### src/rtl/dsq_pkg.sv
package dsq_pkg;
    typedef enum logic {
        LN_FETCH = 1'b0,
        LN_SKIP  = 1'b1
    } lane_state_e;
endpackage

### src/rtl/dsq_lane.sv
module dsq_lane
    import dsq_pkg::*;
#(
    parameter int unsigned AW = 32,
    parameter int unsigned LW = 6,
    parameter int unsigned SKW = 3,
    parameter bit GO_UP = 1'b1,
    parameter logic [AW-1:0] RESET_ENTRY = '0
) (
    input  logic          clk,
    input  logic          rst_n,
    input  logic          issue,
    input  logic          br_take,
    input  logic [AW-1:0] br_entry,
    input  logic [LW-1:0] hb_len,
    input  logic          skip_load,
    input  logic [SKW-1:0] skip_num,
    output logic [AW-1:0] pc_o,
    output logic          fetch_o,
    output logic          nop_o
);
    localparam logic [SKW-1:0] CNT_ONE = SKW'(1);

    lane_state_e    state_q, state_d;
    logic [SKW-1:0] cnt_q, cnt_d;
    logic [AW-1:0]  pc_q, pc_d, pc_step;
    logic [AW-1:0]  len_ext;

    assign len_ext = AW'(hb_len);

    generate
        if (GO_UP) begin : g_up
            assign pc_step = pc_q + len_ext;
        end else begin : g_down
            assign pc_step = pc_q - len_ext;
        end
    endgenerate

    // state register
    always_ff @(posedge clk) begin
        if (!rst_n) begin
            state_q <= LN_FETCH;
            cnt_q   <= '0;
            pc_q    <= RESET_ENTRY;
        end else begin
            state_q <= state_d;
            cnt_q   <= cnt_d;
            pc_q    <= pc_d;
        end
    end

    // next-state logic
    always_comb begin
        state_d = state_q;
        cnt_d   = cnt_q;
        pc_d    = pc_q;
        if (issue) begin
            if (br_take) begin
                state_d = LN_FETCH;
                cnt_d   = '0;
                pc_d    = br_entry;
            end else begin
                unique case (state_q)
                    LN_FETCH: begin
                        pc_d = pc_step;
                        if (skip_load && (skip_num != '0)) begin
                            state_d = LN_SKIP;
                            cnt_d   = skip_num;
                        end
                    end
                    LN_SKIP: begin
                        if (cnt_q == CNT_ONE) begin
                            state_d = LN_FETCH;
                            cnt_d   = '0;
                        end else begin
                            cnt_d = cnt_q - CNT_ONE;
                        end
                    end
                endcase
            end
        end
    end

    // outputs
    always_comb begin
        pc_o    = pc_q;
        fetch_o = (state_q == LN_FETCH);
        nop_o   = (state_q == LN_SKIP);
    end
endmodule

### src/rtl/dual_pc_sequencer.sv
module dual_pc_sequencer #(
    parameter int unsigned AW = 32,
    parameter int unsigned LW = 6,
    parameter int unsigned SKW = 3,
    parameter logic [AW-1:0] RESET_ENTRY = 32'h0000_1000
) (
    input  logic           clk,
    input  logic           rst_n,
    input  logic           stall,
    input  logic           br_valid,
    input  logic [AW-1:0]  br_entry,
    input  logic [LW-1:0]  x_len,
    input  logic [SKW-1:0] x_hole,
    input  logic [LW-1:0]  f_len,
    input  logic [SKW-1:0] f_hole,
    output logic [AW-1:0]  xpc,
    output logic [AW-1:0]  fpc,
    output logic           x_fetch,
    output logic           x_nop,
    output logic           f_fetch,
    output logic           f_nop
);
    logic issue;
    assign issue = !stall;

    // execute lane: forward, skip count carried by the flow hole
    dsq_lane #(
        .AW(AW), .LW(LW), .SKW(SKW), .GO_UP(1'b1), .RESET_ENTRY(RESET_ENTRY)
    ) u_xlane (
        .clk      (clk),
        .rst_n    (rst_n),
        .issue    (issue),
        .br_take  (br_valid),
        .br_entry (br_entry),
        .hb_len   (x_len),
        .skip_load(f_fetch),
        .skip_num (f_hole),
        .pc_o     (xpc),
        .fetch_o  (x_fetch),
        .nop_o    (x_nop)
    );

    // flow lane: backward, skip count carried by the execute hole
    dsq_lane #(
        .AW(AW), .LW(LW), .SKW(SKW), .GO_UP(1'b0), .RESET_ENTRY(RESET_ENTRY)
    ) u_flane (
        .clk      (clk),
        .rst_n    (rst_n),
        .issue    (issue),
        .br_take  (br_valid),
        .br_entry (br_entry),
        .hb_len   (f_len),
        .skip_load(x_fetch),
        .skip_num (x_hole),
        .pc_o     (fpc),
        .fetch_o  (f_fetch),
        .nop_o    (f_nop)
    );
endmodule

### config.mk
export PLATFORM = sky130hd
export DESIGN_NAME = dual_pc_sequencer
export DESIGN_NICKNAME = d
export VERILOG_FILES = /design/src/rtl/dsq_pkg.sv /design/src/rtl/dsq_lane.sv /design/src/rtl/dual_pc_sequencer.sv
export SDC_FILE = /design/constraint.sdc
export NUM_CORES = 1
export LEC_CHECK = 0
export ABC_AREA = 1
export BUFFER_PORTS_ARGS = -buffer_cell sky130_fd_sc_hd__buf_2
export CORE_MARGIN = 3
export CORE_UTILIZATION = 50
export DETAILED_ROUTE_END_ITERATION = 8
export MAX_ROUTING_LAYER = met4
export PLACE_DENSITY = 0.74
export SKIP_CTS_REPAIR_TIMING = 1
export SLEW_MARGIN = 20
export SYNTH_ARGS = -nofsm -noshare
export SYNTH_HDL_FRONTEND = slang
export SYNTH_SLANG_ARGS = --single-unit
export TNS_END_PERCENT = 5
### constraint.sdc
create_clock -name clk -period 6 [get_ports clk]
set_clock_uncertainty 0.15 [all_clocks]
set_input_delay 0.3 -clock clk [delete_from_list [all_inputs] [get_ports clk]]
set_output_delay 0.3 -clock clk [all_outputs]
set_load 0.03 [all_outputs]
==> metrics.cfg <==
[drt]
route.detailed.drc = 0
detail_route.wl_per_cell_um = 14.2
detail_route.iter0.violations = 536
ant_nets = 0
vias_per_cell = 5.31
num_vias = 6383
firstDrtPassIters = 5
wl_mm = 17.0

[pwr]
power-per-cell-area_nw_per_um2 = 225
clock_power_share_pct = 29.5
internal_power_w = 0.000893
net-switching-power_w = 0.000555
comb_power_share_pct = 31.1
seq_power_share_pct = 39.4
switching_share_pct = 38.3
irDropWorstVdd_mv = 0.126
p_leak_nw = 3.19

[synth]
synth_ff_type = dfxtp_1
synth-warning-count = 0
portion_of_the_post_synthesis_area_used_by_sequential_elements_pct = 25.8
syn_nets = 1033
postSynthRegisterBits = 72
synth-edff-count = 0
synth_area_um2 = 5600
netlist_instances = 961
ys_types = 42
postSynthAreaPerCell_um2 = 5.82
synth-async-reset-ratio_pct = 0

[cells_and_area]
num-fill-cells = 1090
fin_nets = 1132
area_growth_syn_to_layout_pct = 15.1
fin_util_pct = 60.8
layout.cells.most_common = nand2_1
layout-drive-gt1-share_pct = 16.5
mostFrequentLayoutCells = nand2_1, buf_2, nor2_1
antennaDiodeCount = 0

[floorplan]
initial_core_util_pct = 52.8
pin_count = 122
rows = 37
placeableCoreArea_um2 = 10600
dieWidth_um = 112
floorplan.die.height_um = 112
total_die_area_um2 = 12500

[setup_path]
critical_path_source_type = input pin
cp_cell_sequence = buf_2 > inv_2 > buf_4 > a21oi_2 > buf_4 > inv_2 > o21ai_0 > a21oi_1
worst-setup-path-type = input pin to flip-flop
timing.critical_path.required_ns = 6.07
worst-path-max-fanout = 58
reg2reg_slack_ns = 3.51
crit_path_top_delay_cell = buf_2
crit_arrival_ns = 2.64
crit_path_max_incr_delay_ns = 0.68
critical_path.endpoint_type = flip-flop

[clock_network]
tritoncts_clock_tree = done
cts_sinks = 72
clk_latency_ns = 0.35
cts-root-to-sink-buffers = 2
clk_pin_slew_ns = 0.08
htree_num_levels = 3
cts_made_buffers = 9
cts-root-buf = clkbuf_8

[sta]
postLayoutSetupSlackWorst_ns = 3.43
rsz0062_at_grt = false
post-route-period-util_pct = 42.8
timing_worst_slew_pin_value_ns = 1.04
final_setup_violating_endpoints = 0
finalHoldViolations = 0
slew_headroom_pct = 30.5
clock.fmax_mhz = 390
finalCriticalPeriod_ns = 2.57
final-max-slew-violation-count = 0
setup_tns_ns = 0
min_hold_slack_ns = 0.118

[run_status]
status = completed

[placement]
gpl.final_weighted_congestion = 0.930
hpwl_mm = 13.0
numPortBuffers = 121
pre_cts_slack_ns = 3.09

[grt]
grt_util_all_layers_pct = 27.7
global_route.overflow_total = 0
number_of_antenna_violations_at_the_first_check_in_global_routing = 0
grt_pass1_wl_mm = 28.0
first_global_vias = 5743
grt_start_max_net_pins = 68

[worst_hold_path]
min-delay-path-class = input pin to flip-flop

[flow_run]
max_cap_viol_count = 0

==> critical path: cells and delay by family <==
| kind | cells | cell delay (ns) |
|---|---|---|
| AO/OA/AOI/OAI | 3 | 0.50 |
| buffers and inverters | 5 | 1.80 |
==> stage by stage <==
| stage | cell area (um2) | power, W | instances |
|---|---|---|---|
| 5_1_grt | 6440 | 0.00154 | 1201 |
| 6_report | 6440 | 0.00145 | 1201 |
| 2_1_floorplan | 5600 | 0.000896 | 961 |
| 4_1_cts | 6440 | 0.00145 | 1201 |
| 3_3_place_gp | 6220 | 0.00102 | 1185 |
| 3_5_place_dp | 6220 | 0.00103 | 1185 |
==> worst paths after layout <==
check / start / end / cells past startpoint
hold reg to reg: u_flane.cnt_q[1]$_SDFFE_PN0P_ / u_flane.cnt_q[1]$_SDFFE_PN0P_ / 2
setup reg to reg: u_flane.pc_o[0]$_SDFFE_PN0P_ / u_flane.pc_o[12]$_SDFFE_PN1P_ / 13
hold / removal: br_entry[11] / u_xlane.pc_o[11]$_SDFFE_PN0P_ / 3
setup / recovery: br_valid / u_xlane.pc_o[1]$_SDFFE_PN0P_ / 8
==> sequential cells by signal, summed over array words and instances, names as in the netlist <==
name / flops
u_flane.cnt_q: 3
u_flane.nop_o: 1
u_xlane.nop_o: 1
u_flane.pc_o: 32
u_xlane.cnt_q: 3
u_xlane.pc_o: 32
==> logic make-up (layout without fill, tap and decap cells) <==
kind of cell	count (synthesis)	count (layout)	synth area share [%]
compound gates	185	185	17.6
xor+xnor	7	7	1.10
buf+inv	153	257	10.9
fa+ha+maj	18	18	4.29
flops	72	72	25.8
simple gates	526	526	40.3
==> final cells by class <==
cell class	count	area [um2]	share of cell area, %
multi-input cells	736	3550	55.1
flip-flops and latches	72	1440	22.4
repair buffers	123	621	9.63
inverters	118	443	6.88
well taps	136	170	2.64
clock buffers	10	128	1.98
clock inverters	6	92.6	1.44
==> per-layer routing <==
layer / wire [um] / track usage (%) / vias to the layer above
met4: 288 / 6.49 / 0
met1: 7950 / 39.0 / 2819
li1: - / - / 3308
met5: 0 / - / -
met2: 7510 / 42.0 / 238
met3: 1280 / 4.24 / 18
==> cell usage after synthesis (2+ instances only) <==
cell      count  area [um2]
buf_4         2        15.0
nor3_2        2        20.0
nor2_1      118         443
a31oi_1      12        75.1
buf_1         2        7.51
o21ai_1       4        20.0
nand3b_1      9        67.6
buf_2        12        60.1
nand4_1      15        93.8
a21oi_1      77         385
clkbuf_1     17        63.8
fa_1          2        40.0
or2_2         3        18.8
a211oi_1      3        22.5
ha_1         16         200
nand3_2       3        30.0
buf_6         2        22.5
o21ai_0      80         400
nor2_2       10        62.6
xnor2_1       4        35.0
nand2_1     273        1020
xor2_1        3        26.3
nand3_1      79         395
nor3_1        6        30.0
inv_2         9        33.8
inv_1       108         405
nand2_2       4        25.0
dfxtp_1      72        1440
==> power by group through the flow <==
stage	clock, W	sequential (W)	combinational, W
after CTS	0.000434	0.000568	0.000450
final	0.000427	0.000570	0.000451
after global placement	0	0.000580	0.000444
after global routing	0.000453	0.000577	0.000506
after detailed placement	0	0.000579	0.000447
after floorplan	0	0.000634	0.000262
Note: power is estimated with default switching activity, not from simulation.
